## config.mk

```make
export PLATFORM = sky130hd
export DESIGN_NAME = zc_qualifier
export DESIGN_NICKNAME = d
export VERILOG_FILES = /design/src/rtl/zc_pkg.sv /design/src/rtl/zc_blank_timer.sv /design/src/rtl/zc_debounce.sv /design/src/rtl/zc_qualifier.sv
export SDC_FILE = /design/constraint.sdc
export NUM_CORES = 1
export LEC_CHECK = 0
export BUFFER_PORTS_ARGS = -buffer_cell sky130_fd_sc_hd__clkbuf_2
export CORE_MARGIN = 4
export CORE_UTILIZATION = 25
export CTS_CLUSTER_SIZE = 24
export DETAILED_ROUTE_END_ITERATION = 10
export GPL_ROUTABILITY_DRIVEN = 0
export PLACE_DENSITY = 0.47
export SYNTH_ARGS = -nofsm -noshare
export SYNTH_HDL_FRONTEND = slang
export SYNTH_HIERARCHICAL = 1
export SYNTH_SLANG_ARGS = --single-unit
```

## constraint.sdc

```tcl
create_clock -name clk -period 3.4 [get_ports clk]
set_input_delay 0.68 -clock clk [delete_from_list [all_inputs] [get_ports clk]]
set_output_delay 0.68 -clock clk [all_outputs]
set_load 0.05 [all_outputs]
```

## src/rtl/zc_pkg.sv

```systemverilog
package zc_pkg;
    typedef enum logic [1:0] {
        PH_IDLE   = 2'd0,
        PH_BLANK  = 2'd1,
        PH_FILTER = 2'd2,
        PH_DONE   = 2'd3
    } phase_e;
endpackage

```

## src/rtl/zc_blank_timer.sv

```systemverilog
module zc_blank_timer #(
    parameter int SEL_W   = 4,
    parameter int PRE_DIV = 4
) (
    input  logic             clk,
    input  logic             rst_n,
    input  logic             start_i,
    input  logic             tick_i,
    input  logic [SEL_W-1:0] sel_i,
    output logic             expire_o
);
    localparam int PW   = (PRE_DIV > 1) ? $clog2(PRE_DIV) : 1;
    localparam int HALF = 2 ** (SEL_W - 1);
    localparam logic [SEL_W-1:0] COARSE_OFS = SEL_W'(HALF - 3);

    typedef struct packed {
        logic             run;
        logic             wide;
        logic [PW-1:0]    pre;
        logic [SEL_W-1:0] wcnt;
        logic [SEL_W-1:0] len;
    } tmr_s;

    tmr_s st_d, st_q;
    logic unit_tick;
    logic last_unit;

    always_comb begin
        unit_tick = tick_i && (!st_q.wide || (st_q.pre == PW'(PRE_DIV - 1)));
        last_unit = (st_q.wcnt == (st_q.len - SEL_W'(1)));
        expire_o  = st_q.run && unit_tick && last_unit;

        st_d = st_q;
        if (start_i) begin
            st_d.run  = 1'b1;
            st_d.wide = sel_i[SEL_W-1];
            st_d.pre  = '0;
            st_d.wcnt = '0;
            st_d.len  = sel_i[SEL_W-1] ? (sel_i - COARSE_OFS) : (sel_i + SEL_W'(1));
        end else if (st_q.run && tick_i) begin
            st_d.pre = (st_q.pre == PW'(PRE_DIV - 1)) ? '0 : st_q.pre + PW'(1);
            if (unit_tick) begin
                if (last_unit) st_d.run  = 1'b0;
                else           st_d.wcnt = st_q.wcnt + SEL_W'(1);
            end
        end
    end

    always_ff @(posedge clk or negedge rst_n) begin
        if (!rst_n) st_q <= '0;
        else        st_q <= st_d;
    end
endmodule

```

## src/rtl/zc_debounce.sv

```systemverilog
module zc_debounce #(
    parameter int SEL_W = 4,
    localparam int CW   = SEL_W + 1
) (
    input  logic             clk,
    input  logic             rst_n,
    input  logic             clr_i,
    input  logic             en_i,
    input  logic             raw_i,
    input  logic             sim_i,
    input  logic [SEL_W-1:0] lim_sel_i,
    output logic             hit_o,
    output logic [CW-1:0]    cnt_o
);
    logic [CW-1:0] cnt_d, cnt_q;
    logic [CW-1:0] cnt_inc;
    logic [CW-1:0] limit;

    always_comb begin
        cnt_inc = cnt_q + CW'(1);
        limit   = {1'b0, lim_sel_i} + CW'(1);
        hit_o   = en_i && (sim_i || (raw_i && (cnt_inc >= limit)));

        cnt_d = cnt_q;
        if (clr_i || hit_o) cnt_d = '0;
        else if (en_i)      cnt_d = raw_i ? cnt_inc : '0;
        cnt_o = cnt_q;
    end

    always_ff @(posedge clk or negedge rst_n) begin
        if (!rst_n) cnt_q <= '0;
        else        cnt_q <= cnt_d;
    end
endmodule

```

## src/rtl/zc_qualifier.sv

```systemverilog
module zc_qualifier #(
    parameter int SEL_W   = 4,
    parameter int PRE_DIV = 4
) (
    input  logic             clk,
    input  logic             rst_n,
    input  logic             cmt_hw_i,
    input  logic             cmt_sw_i,
    input  logic             tick_i,
    input  logic [SEL_W-1:0] win_sel_i,
    input  logic [SEL_W-1:0] lim_sel_i,
    input  logic             samp_en_i,
    input  logic             zc_raw_i,
    input  logic             zc_sim_i,
    input  logic             flag_clr_i,
    output logic             zc_flag_o
);
    import zc_pkg::*;
    localparam int CW = SEL_W + 1;

    typedef struct packed {
        phase_e phase;
        logic   flag;
    } top_s;

    top_s          st_d, st_q;
    logic          cmt;
    logic          win_done;
    logic          filt_en;
    logic          hit;
    logic [CW-1:0] run_cnt;

    assign cmt     = cmt_hw_i || cmt_sw_i;
    assign filt_en = (st_q.phase == PH_FILTER) && samp_en_i && !cmt;

    zc_blank_timer #(.SEL_W(SEL_W), .PRE_DIV(PRE_DIV)) u_tmr (
        .clk      (clk),
        .rst_n    (rst_n),
        .start_i  (cmt),
        .tick_i   (tick_i),
        .sel_i    (win_sel_i),
        .expire_o (win_done)
    );

    zc_debounce #(.SEL_W(SEL_W)) u_deb (
        .clk       (clk),
        .rst_n     (rst_n),
        .clr_i     (cmt),
        .en_i      (filt_en),
        .raw_i     (zc_raw_i),
        .sim_i     (zc_sim_i),
        .lim_sel_i (lim_sel_i),
        .hit_o     (hit),
        .cnt_o     (run_cnt)
    );

    always_comb begin
        st_d = st_q;
        if (cmt) begin
            st_d.phase = PH_BLANK;
            st_d.flag  = 1'b0;
        end else begin
            if (flag_clr_i) st_d.flag = 1'b0;
            unique case (st_q.phase)
                PH_BLANK:  if (win_done) st_d.phase = PH_FILTER;
                PH_FILTER: if (hit) begin
                    st_d.phase = PH_DONE;
                    st_d.flag  = 1'b1;
                end
                default: ;
            endcase
        end
    end

    always_ff @(posedge clk or negedge rst_n) begin
        if (!rst_n) begin
            st_q.phase <= PH_IDLE;
            st_q.flag  <= 1'b0;
        end else begin
            st_q <= st_d;
        end
    end

    assign zc_flag_o = st_q.flag;
endmodule

```

; ---- Word-level counts from Yosys, hierarchy flattened
; Index checks and enable logic that the tools add are counted.
[word_totals]
romBits = 0
regBits = 20
latch_bits = 0
mem_bits_rw = 0
elab_cells = 64
n_memories = 0
out_inout_bits = 1
[op_classes]
n_eq_ne = 7
div = 0
shift = 0
bitwise_logic = 0
muxes = 19
n_mul = 0
reduce_logical = 22
n_addsub = 7
order_cmp = 1
[ops]
columns = op, count
row1 = 2-to-1 mux 5 bit, 3
row2 = 2-to-1 mux 4 bit, 3
row3 = 2-to-1 mux 6 bit, 2
row4 = AND reduction 3 bit, 3
row5 = "adder 4 x 1 -> 4 bit, second input constant", 2
row6 = logical AND 1 bit, 8
row7 = nonzero test 2 bit, 4
row8 = 2-to-1 mux 1 bit, 6
row9 = 2-to-1 mux 3 bit, 2
row10 = "adder 4 x 1 -> 5 bit, second input constant", 1
row11 = "adder 5 x 1 -> 5 bit, second input constant", 1
row12 = >= comparator 5 bit, 1
row13 = "== test 2 bit, second input constant", 2
row14 = == test 4 bit, 1
row15 = logical OR 1 bit, 4
row16 = 2-to-1 mux 2 bit, 2
row17 = case mux 2 bit (2 select lines), 1
row18 = "subtractor 4 x 1 -> 4 bit, second input constant", 1
row19 = "subtractor 4 x 3 -> 4 bit, second input constant", 1
row20 = "inequality test 3 x 2 -> 1 bit, second input constant", 1
row21 = "inequality test 3 bit, second input constant", 1
row22 = nonzero test 3 bit, 1
row23 = "adder 2 x 1 -> 2 bit, second input constant", 1
row24 = "== test 2 x 1 -> 1 bit, second input constant", 1
row25 = other kinds (2), 3

; ---- Logic depth before layout (Yosys ltp)
; Gate-level depths: netlist (run 1).
[logic_depth]
word_depth = 8
mapped_depth = 10

; ---- Cells and area by module
; Netlist (run 1), hierarchy kept.
[modules_own_cells]
columns = module, area_each_um2, instances, cells_each
row1 = zc_blank_timer, 835.8, 1, 83
row2 = zc_debounce, 462.9, 1, 55
row3 = zc_qualifier, 142.6, 1, 14

; ---- Worst setup path before layout (run 1)
; No wires, ideal clock.
[synth_timing]
kind = in2reg
from = in lim_sel_i[0]
to = reg, netlist name st_q[1]
path_buffers = 0
slack_ns = 1.079
t_arrival_ns = 2.198
required_ns = 3.276
stages = 10
path_cell_list = ha_1 > xnor2_1 > ha_1 > a21oi_1 > o21ai_0 > a21o_2 > a211oi_1 > nor2_1 > a21oi_1 > o21ai_1
[synth_rtl]
columns = item, line
row1 = start: declaration, zc_qualifier.sv:11  ; input logic [SEL_W-1:0] lim_sel_i,

==> qor.tcl, run 1 <==
set qor(ctsRootBufferMaster) {clkbuf_8}
set qor(die_w_um) 83.9
set qor(critical_path.slowest_cell) {dfrtp_1}
set qor(worstPathRequired_ps) 3540
set qor(synth_mux_area_frac) 0.0365
set qor(place.port_buffers) 17
set qor(ys_warn_count) 6
set qor(clk_pin_slew_ps) 80
set qor(overflow) 0
set qor(maximum_number_of_pins_on_one_net_before_global_route_repair) 21
set qor(maxCapViolCount) 0
set qor(timing.final.hold_violations) 0
set qor(fin_nets) 200
set qor(synth-seq-area-share) 0.347
set qor(routed_via_density) 4.60
set qor(critPathMaxFanout) 5
set qor(cts_setup_buffers) 0
set qor(row_count) 27
set qor(dp_hpwl_mm) 2.23
set qor(max_freq_mhz) 439
set qor(detail_route.drc_violations) 0
set qor(floorplan.io_pins) 18
set qor(grt_pass1_wl_mm) 5.02
set qor(power_per_standard_cell_area_mw_per_mm2) 373
set qor(drv_slew) 0
set qor(mappedNetlistNets) 181
set qor(crit_path_end_kind) {register}
set qor(clock_tree.buffer_depth) 2
set qor(postSynthRegisterBits) 20
set qor(synthAdderAreaFrac) 0.109
set qor(clock_skew_ps) 5.57
set qor(preCtsSetupSlack_ps) 851
set qor(synth_edf_count) 0
set qor(outcome) {complete, no violations}
set qor(grt_setup_unrepaired) {no}
set qor(grt_util_all_layers) 0.0855
set qor(cp-start-kind) {register}
set qor(timing.hold.ws_ps) 368
set qor(cts_hold_buffers_added) 0
set qor(timing.critical_path.arrival_ps) 2420
set qor(die_height_um) 83.9
set qor(leakagePower_uw) 0.000758
set qor(synthMostInstantiatedCell) {dfrtp_1}
set qor(layout_min_cycle_time_ps) 2280
set qor(synth_top_cells_by_count) {dfrtp_1, a21oi_1, inv_1}
set qor(final.period_utilization) 0.671
set qor(routed-via-count) 1113
set qor(antenna_cells_inserted) 0
set qor(yosys.cell_types.count) 43
set qor(synth.cell_area_mm2) 0.00144
set qor(clock_tree_from_tritoncts) {yes}
set qor(clock-sinks) 20
set qor(crit_chain) {ha_1 > xor2_1 > ha_1 > a21oi_1 > o21ai_0 > a21o_2 > a211oi_1 > nor2_1 > a21oi_1 > o21ai_1}
set qor(combinational_family_with_the_most_area_after_synthesis) {simple AND/OR/NAND/NOR gates}
set qor(fp.dieArea_mm2) 0.00704
set qor(n_fill_cell) 607
set qor(drt_first_iter_violations) 72
set qor(final_layout_size_suffix_gt1_frac) 0.188
set qor(stdcell_count) 242
set qor(rr_endpoint) {st_q[1]}
set qor(ys_async_sr_fraction) 1.00
set qor(cts-buffers-inserted) 3
set qor(finalCoreUtilization) 0.303
set qor(insertion_delay_ps) 260
set qor(cells_taking_the_most_area_after_synthesis) {dfrtp_1, ha_1, a21oi_1, xnor2_1, xor2_2}
set qor(worst_hold_path_type) {in -> async}
set qor(setup_tns_ps) 0
set qor(drt-wirelength-per-cell_um) 11.7
set qor(area.growth.synth_to_final_pct) 16.3
set qor(post_cts_resized) 0
set qor(core_mm2) 0.00554
set qor(routed_wl_mm) 2.83
set qor(synth_top_cell_area_share) 0.347
set qor(synth_xor_xnor_area_share) 0.101
set qor(synth_top_area_cell) {dfrtp_1}
set qor(worst_r2r_startpoint) {u_deb/cnt_o[0]}
set qor(cp_slowest_stage_delay_ps) 430
set qor(drtAntennaViolNets) 0
set qor(peakVddDrop_mv) 0.136
set qor(post_synth_and_or_nand_nor_area_fraction) 0.206
set qor(timing_worst_slew_pin_value_ps) 506
set qor(worst_r2r_path_depth) 10
set qor(max_slew_margin_vs_limit) 0.663
set qor(gate_count_of_the_mapped_netlist) 152
set qor(placed_cells_incl_taps) 238
set qor(final-setup-viol-count) 0
set qor(floorplan.initialDensity) 0.260
set qor(grt_pass1_vias) 1087
set qor(initial_antenna_violation_count) 0
set qor(final.setup.worst_slack_ps) 1120
set qor(cts.htree.levels) 1
set qor(worstSetupPathType) {reg -> reg}
set qor(synth_compound_gate_area_share) 0.156
set qor(detailedRoute.firstPassIterationCount) 4
set qor(ff2ff_setup_slack_ps) 1120
set qor(synth_top_flop_cell) {dfrtp_1}
set qor(avgSynthCellArea_um2) 9.48
[through the flow]
stage / power [uW] / area [um^2]
after floorplan: 352 / 1440
after global placement: 389 / 1610
after detailed placement: 389 / 1610
after CTS: 635 / 1680
after global routing: 666 / 1680
final: 625 / 1680
[metal layers]
metal,vias to the layer above,GRT usage,share of wire
li1,574,-,-
met1,528,0.115,0.48
met2,9,0.137,0.49
met3,2,0.0158,0.024
met4,0,0.0307,0.0099
met5,-,0,0
[kinds of logic after synthesis]
kind of cell	count (synthesis)
multiplexers	5
flip-flops	20
buffers and inverters	16
adder cells (fa/ha/maj)	12
AO/OA/AOI/OAI	36
XOR/XNOR	14
AND/OR/NAND/NOR	49
[power by group]
group,leakage (uW),total [uW],internal (uW),switching [uW]
logic,0.000464,122,49.8,72.6
registers,0.000258,261,248,13.3
clock network,0.0000357,241,157,84.4
[how the worst max path moves through the flow]
stage	start	to	slack, ps	depth (start not counted)
2_1_floorplan	lim_sel_i[0]	st_q[1]	1080	10
3_3_place_gp	lim_sel_i[0]	st_q[1]	860	11
3_5_place_dp	lim_sel_i[0]	st_q[1]	850	11
4_1_cts	u_deb/cnt_o[0]	st_q[1]	1100	10
5_1_grt	u_deb/cnt_o[0]	st_q[1]	900	10
6_report	u_deb/cnt_o[0]	st_q[1]	1120	10
[registers in the layout (all words and copies together) (netlist names)]
signal / flops
st_q: 2
u_deb/cnt_o: 5
u_tmr/st_q: 12
zc_flag_o: 1
[critical path: cells and delay by family, from the launching register on]
family	cells	cell delay, ps
AOI/OAI and AO/OA	6	920
xor gates and xnor gates	1	160
adders and majority gates	2	570
DFF	1	430
and+or+nand+nor	1	90
[layout by cell type (no fill, tap or decap), drive strengths merged, types with 3 or more instances in the layout]
cell type / count
nor2: 7
xor2: 6
mux2i: 3
xnor2: 8
nand3: 8
inv: 12
a21oi: 17
nand2: 11
o311ai: 4
clkbuf: 20
dfrtp: 20
nand2b: 5
nor2b: 3
ha: 11
o21ai: 7
[area by class of cell]
type	count	area [um^2]	share of cell area
inverter	12	45.0	0.0269
timing repair buffer	18	92.6	0.0552
tap	72	90.1	0.0537
clock buffer	3	41.3	0.0246
multi-input combinational	116	877	0.523
clock inverter	1	30.0	0.0179
sequential	20	500	0.299
Power figures use the tool's default switching activity.
==> run 2: changes to the inputs <==
Settings changed: PLACE_DENSITY 0.47 to 0.48.
Clock period 3.4 ns to 2 ns, I/O delays scaled along.
==> qor.tcl, run 2 (synthesis results as in run 1) <==
set qor(place.port_buffers) 17 ;# unchanged
set qor(maxCapViolCount) 0 ;# unchanged
set qor(timing.hold.ws_ps) 102 ;# was 368 ps
set qor(overflow) 0 ;# unchanged
set qor(mostFrequentLayoutCells) {dfrtp_1, buf_4, clkbuf_2, a21oi_1, inv_1} ;# was dfrtp_1, clkbuf_2, a21oi_1, inv_1
set qor(layout_min_cycle_time_ps) 2120 ;# was 2280 ps
set qor(final-setup-viol-count) 7 ;# was 0
set qor(worstSetupPathType) {reg -> reg} ;# unchanged
set qor(insertion_delay_ps) 260 ;# about the same
set qor(power_per_standard_cell_area_mw_per_mm2) 533 ;# was 373 mW/mm^2
set qor(worstPathRequired_ps) 2190 ;# was 3540 ps
set qor(drt-wirelength-per-cell_um) 11.7 ;# about the same
set qor(dp_hpwl_mm) 2.36 ;# was 2.23 mm
set qor(antenna_cells_inserted) 0 ;# unchanged
set qor(cts_hold_buffers_added) 0 ;# unchanged
set qor(preCtsSetupSlack_ps) -263 ;# was 851 ps
set qor(timing_worst_slew_pin_value_ps) 531 ;# was 506 ps
set qor(largest_register_ff_count) 12 ;# unchanged
set qor(floorplan.initialDensity) 0.260 ;# unchanged
set qor(worst_r2r_startpoint) {u_deb/cnt_o[1]} ;# was u_deb/cnt_o[0]
set qor(finalCoreUtilization) 0.333 ;# was 0.303
set qor(final.setup.worst_slack_ps) -121 ;# was 1120 ps
set qor(cp-start-kind) {register} ;# unchanged
set qor(die_w_um) 83.9 ;# unchanged
set qor(crit_path_end_kind) {register} ;# unchanged
set qor(grt_util_all_layers) 0.0944 ;# was 0.0855
set qor(outcome) {finished with violations} ;# was complete, no violations
set qor(worst_r2r_path_depth) 8 ;# was 10
set qor(cts.htree.levels) 1 ;# unchanged
set qor(timing.critical_path.arrival_ps) 2310 ;# was 2420 ps
set qor(clock_skew_ps) 2.69 ;# was 5.57 ps
set qor(drv_slew) 0 ;# unchanged
set qor(regMostFlops) {u_tmr/st_q} ;# unchanged
set qor(area.growth.synth_to_final_pct) 28.0 ;# was 16.3%
set qor(ff2ff_setup_slack_ps) -120 ;# was 1120 ps
set qor(routed_via_density) 4.53 ;# was 4.60
set qor(max_freq_mhz) 472 ;# was 439 MHz
set qor(worst_hold_path_type) {in -> async} ;# unchanged
set qor(clock-sinks) 20 ;# unchanged
set qor(multi_input_comb_area_um2) 935 ;# was 877 um^2
set qor(leakagePower_uw) 0.000854 ;# was 0.000758 uW
set qor(max_slew_margin_vs_limit) 0.646 ;# was 0.663
set qor(routed_wl_mm) 3.04 ;# was 2.83 mm
set qor(drt_first_iter_violations) 11 ;# was 72
set qor(grt_setup_unrepaired) {yes} ;# was no
set qor(setup_tns_ps) -592 ;# was 0 ps
set qor(rr_endpoint) {u_deb/cnt_o[2]} ;# was st_q[1]
set qor(core_mm2) 0.00554 ;# unchanged
set qor(grt_pass1_vias) 1242 ;# was 1087
set qor(final.period_utilization) 1.06 ;# was 0.671
set qor(timing.final.hold_violations) 0 ;# unchanged
set qor(clk_pin_slew_ps) 80 ;# about the same
set qor(fin_nets) 217 ;# was 200
set qor(cp-startpoint) {u_deb/cnt_o[1]} ;# was u_deb/cnt_o[0]
set qor(leading_cell_type_in_the_layout_fill_and_taps_excluded) {dfrtp_1} ;# unchanged
set qor(detail_route.drc_violations) 0 ;# unchanged
set qor(drtAntennaViolNets) 0 ;# unchanged
set qor(die_height_um) 83.9 ;# unchanged
set qor(peakVddDrop_mv) 0.215 ;# was 0.136 mV
set qor(maximum_number_of_pins_on_one_net_before_global_route_repair) 21 ;# unchanged
set qor(final_layout_size_suffix_gt1_frac) 0.316 ;# was 0.188
set qor(row_count) 27 ;# unchanged
set qor(ctsRootBufferMaster) {clkbuf_8} ;# unchanged
set qor(initial_antenna_violation_count) 0 ;# unchanged
set qor(detailedRoute.firstPassIterationCount) 4 ;# unchanged
set qor(area.sequential_um2) 500 ;# unchanged
set qor(routed-via-count) 1174 ;# was 1113
set qor(clock_tree_from_tritoncts) {yes} ;# unchanged
set qor(cts-buffers-inserted) 3 ;# unchanged
set qor(failed_checks) {setup timing}
set qor(n_fill_cell) 589 ;# was 607
set qor(critPathMaxFanout) 3 ;# was 5
set qor(floorplan.io_pins) 18 ;# unchanged
set qor(grt_pass1_wl_mm) 5.52 ;# was 5.02 mm
set qor(clock_tree.buffer_depth) 2 ;# unchanged
set qor(fp.dieArea_mm2) 0.00704 ;# unchanged
run 2: worst max-delay path by stage:
stage	end	depth (start not counted)
global route	st_q[1]	10
finish	u_deb/cnt_o[2]	8
floorplan	st_q[1]	10
global placement	st_q[1]	11
CTS	st_q[1]	10
detailed placement	st_q[1]	11
run 2: per-layer routing:
metal,vias to the layer above,wire length (um),track usage
li1,606,-,-
met5,-,0,0
met2,19,1440,0.162
met1,544,1440,0.118
met4,0,54,0.0351
met3,5,106,0.0158
run 2: report_power, final:
part / internal (uW) / switching, uW
Sequential: 421 / 19.7
Combinational: 96.3 / 130
Clock: 176 / 141
Total: 693 / 291
run 2: critical path: stages, from the launching register on:
cell      delay [ps]
dfrtp_1          410
nand3_1          160
xnor2_2          180
ha_1             310
or2_0            200
a2111o_1         410
a21oi_1          170
o21ai_1           70
a21oi_1          140
run 2: cell type report:
| type | count | share of cell area |
|---|---|---|
| clock buffers | 4 | 0.0298 |
| multi-input cells | 116 | 0.506 |
| repair buffers | 35 | 0.119 |
| well taps | 72 | 0.0488 |
| inverters | 12 | 0.0244 |
| flip-flops and latches | 20 | 0.271 |
run 2: timing repair:
item                       in CTS  in global routing
resized for setup               6                  1
pin swaps                       4                  0
setup endpoints to repair       7                  7
setup buffers                   1                  0
run 2: metrics by stage:
| stage | power (uW) | area, um^2 | std cells |
|---|---|---|---|
| floorplan | 600 | 1460 | 152 |
| global placement | 677 | 1740 | 254 |
| detailed placement | 677 | 1740 | 254 |
| CTS | 1000 | 1840 | 259 |
| global route | 1050 | 1850 | 259 |
| finish | 983 | 1850 | 259 |
==> run 3: changes to the inputs <==
Settings changed: GPL_TIMING_DRIVEN from default to 0.
==> qor.tcl, run 3 (synthesis results as in run 1) <==
set qor(floorplan.io_pins) 18 ;# unchanged
set qor(insertion_delay_ps) 260 ;# about the same
set qor(timing.hold.ws_ps) 97.5 ;# was 102 ps
set qor(grt_pass1_vias) 1213 ;# was 1242
set qor(cts.htree.levels) 1 ;# unchanged
set qor(leading_cell_type_in_the_layout_fill_and_taps_excluded) {dfrtp_1} ;# unchanged
set qor(maximum_number_of_pins_on_one_net_before_global_route_repair) 21 ;# unchanged
set qor(floorplan.initialDensity) 0.260 ;# unchanged
set qor(clock_tree.buffer_depth) 2 ;# unchanged
set qor(n_fill_cell) 604 ;# was 589
set qor(detailedRoute.firstPassIterationCount) 4 ;# unchanged
set qor(crit_path_end_kind) {register} ;# unchanged
set qor(final-setup-viol-count) 6 ;# was 7
set qor(peakVddDrop_mv) 0.291 ;# was 0.215 mV
set qor(outcome) {finished with violations} ;# unchanged
set qor(cts_hold_buffers_added) 0 ;# unchanged
set qor(overflow) 0 ;# unchanged
set qor(cp-start-kind) {register} ;# unchanged
set qor(stdcell_count) 251 ;# was 259
set qor(wl_met3_um) 114 ;# was 106 um
set qor(final_layout_size_suffix_gt1_frac) 0.346 ;# was 0.316
set qor(routed_via_density) 4.68 ;# was 4.53
set qor(mostFrequentLayoutCells) {dfrtp_1, clkbuf_2, inv_1, nand2_1} ;# was dfrtp_1, buf_4, clkbuf_2, a21oi_1, inv_1
set qor(max_freq_mhz) 471 ;# was 472 MHz
set qor(core_mm2) 0.00554 ;# unchanged
set qor(clock_tree_from_tritoncts) {yes} ;# unchanged
set qor(drt-wirelength-per-cell_um) 12.3 ;# was 11.7 um
set qor(regMostFlops) {u_tmr/st_q} ;# unchanged
set qor(grt_pass1_wl_mm) 5.50 ;# was 5.52 mm
set qor(placedInstanceArea_mm2) 0.00163 ;# was 0.00174 mm^2
set qor(routed-via-count) 1174 ;# unchanged
set qor(die_height_um) 83.9 ;# unchanged
set qor(finalCoreUtilization) 0.328 ;# was 0.333
set qor(leakagePower_uw) 0.000807 ;# was 0.000854 uW
set qor(area.growth.synth_to_final_pct) 26.2 ;# was 28.0%
set qor(detail_route.drc_violations) 0 ;# unchanged
set qor(top_layer) {met4} ;# unchanged
set qor(met2_wirelength_mm) 1.45 ;# was 1.44 mm
set qor(grt_util_all_layers) 0.0930 ;# was 0.0944
set qor(worstPathRequired_ps) 2190 ;# about the same
set qor(largest_register_ff_count) 12 ;# unchanged
set qor(ctsRootBufferMaster) {clkbuf_8} ;# unchanged
set qor(drt_first_iter_violations) 37 ;# was 11
set qor(power_per_standard_cell_area_mw_per_mm2) 537 ;# was 533 mW/mm^2
set qor(final.period_utilization) 1.06 ;# about the same
set qor(cts-buffers-inserted) 3 ;# unchanged
set qor(critPathMaxFanout) 4 ;# was 3
set qor(initial_antenna_violation_count) 0 ;# unchanged
set qor(max_slew_margin_vs_limit) 0.653 ;# was 0.646
set qor(failed_checks) {setup timing} ;# unchanged
set qor(die_w_um) 83.9 ;# unchanged
set qor(worst_hold_path_type) {in -> async} ;# unchanged
set qor(timing_worst_slew_pin_value_ps) 520 ;# was 531 ps
set qor(antenna_cells_inserted) 0 ;# unchanged
set qor(place.port_buffers) 17 ;# unchanged
set qor(timing.critical_path.arrival_ps) 2320 ;# was 2310 ps
set qor(clk_pin_slew_ps) 80 ;# about the same
set qor(layout_min_cycle_time_ps) 2120 ;# about the same
set qor(clock-sinks) 20 ;# unchanged
set qor(dp_hpwl_mm) 2.25 ;# was 2.36 mm
set qor(maxCapViolCount) 0 ;# unchanged
set qor(final.setup.worst_slack_ps) -125 ;# was -121 ps
set qor(grt_setup_unrepaired) {yes} ;# unchanged
set qor(fp.dieArea_mm2) 0.00704 ;# unchanged
set qor(worstSetupPathType) {reg -> reg} ;# unchanged
set qor(drtAntennaViolNets) 0 ;# unchanged
set qor(placed_cells_incl_taps) 241 ;# was 254
set qor(fin_nets) 209 ;# was 217
set qor(clock_skew_ps) 4.77 ;# was 2.69 ps
set qor(row_count) 27 ;# unchanged
set qor(timing.final.hold_violations) 0 ;# unchanged
set qor(drt-met1-wl_mm) 1.49 ;# was 1.44 mm
set qor(routed_wl_mm) 3.08 ;# was 3.04 mm
set qor(drv_slew) 0 ;# unchanged
set qor(finish.instance_area_mm2) 0.00182 ;# was 0.00185 mm^2
==> run 3: final timing paths <==
| check | from | end | slack, ps | cells after the start |
|---|---|---|---|---|
| max | u_deb/cnt_o[0] | u_deb/cnt_o[2] | -120 | 8 |
| min | rst_n | u_tmr/st_q[10] | 100 | 1 |
| max reg2reg | u_deb/cnt_o[0] | u_deb/cnt_o[2] | -120 | 8 |
| min reg2reg | u_tmr/st_q[9] | u_tmr/st_q[9] | 540 | 2 |
| max in group asynchronous | rst_n | u_deb/cnt_o[1] | 1520 | 1 |
| min in group clk | win_sel_i[0] | u_tmr/st_q[0] | 350 | 2 |
==> run 3: final cells by class <==
class | instances | area [um^2] | share of cell area
multi-input combinational | 116 | 977 | 0.537
clock buffer | 4 | 55.1 | 0.0303
tap | 72 | 90.1 | 0.0495
inverter | 12 | 45.0 | 0.0248
sequential | 20 | 503 | 0.276
timing repair buffer | 23 | 130 | 0.0715
buffer | 4 | 18.8 | 0.0103
==> run 3: routing by layer <==
layer / GRT usage / vias to the layer above
met2: 0.152 / 24
met1: 0.125 / 556
li1: - / 592
met3: 0.0138 / 2
met5: 0 / -
met4: 0.0307 / 0
==> run 3: what timing repair did <==
item	4_1_cts	5_1_grt
endpoints found under the hold margin	0	0
pin swaps	6	20
gates resized for setup	10	9
buffers inserted	5	1
setup endpoints to repair	7	7
==> run 3: metrics by stage <==
step	TNS [ps]	setup WS [ps]	power, uW
floorplan	0	3.81	600
global placement	-1220	-210	667
detailed placement	-1130	-201	667
CTS	-308	-116	995
global route	-1530	-270	1050
finish	-568	-125	977
==> run 3: power breakdown <==
group | internal (uW) | total, uW | switching [uW]
Clock | 175 | 316 | 140
Combinational | 88.1 | 219 | 131
Sequential | 421 | 442 | 21.0
Total | 685 | 977 | 293
==> run 3: critical path, stage by stage, from the launching register on <==
cell and delay [ps]:
dfrtp_2 410, nand3_2 110, xnor2_2 150, ha_1 280, or2_0 200, a2111o_1 480, nand2_2 150, nand4b_1 120
a21oi_2 150
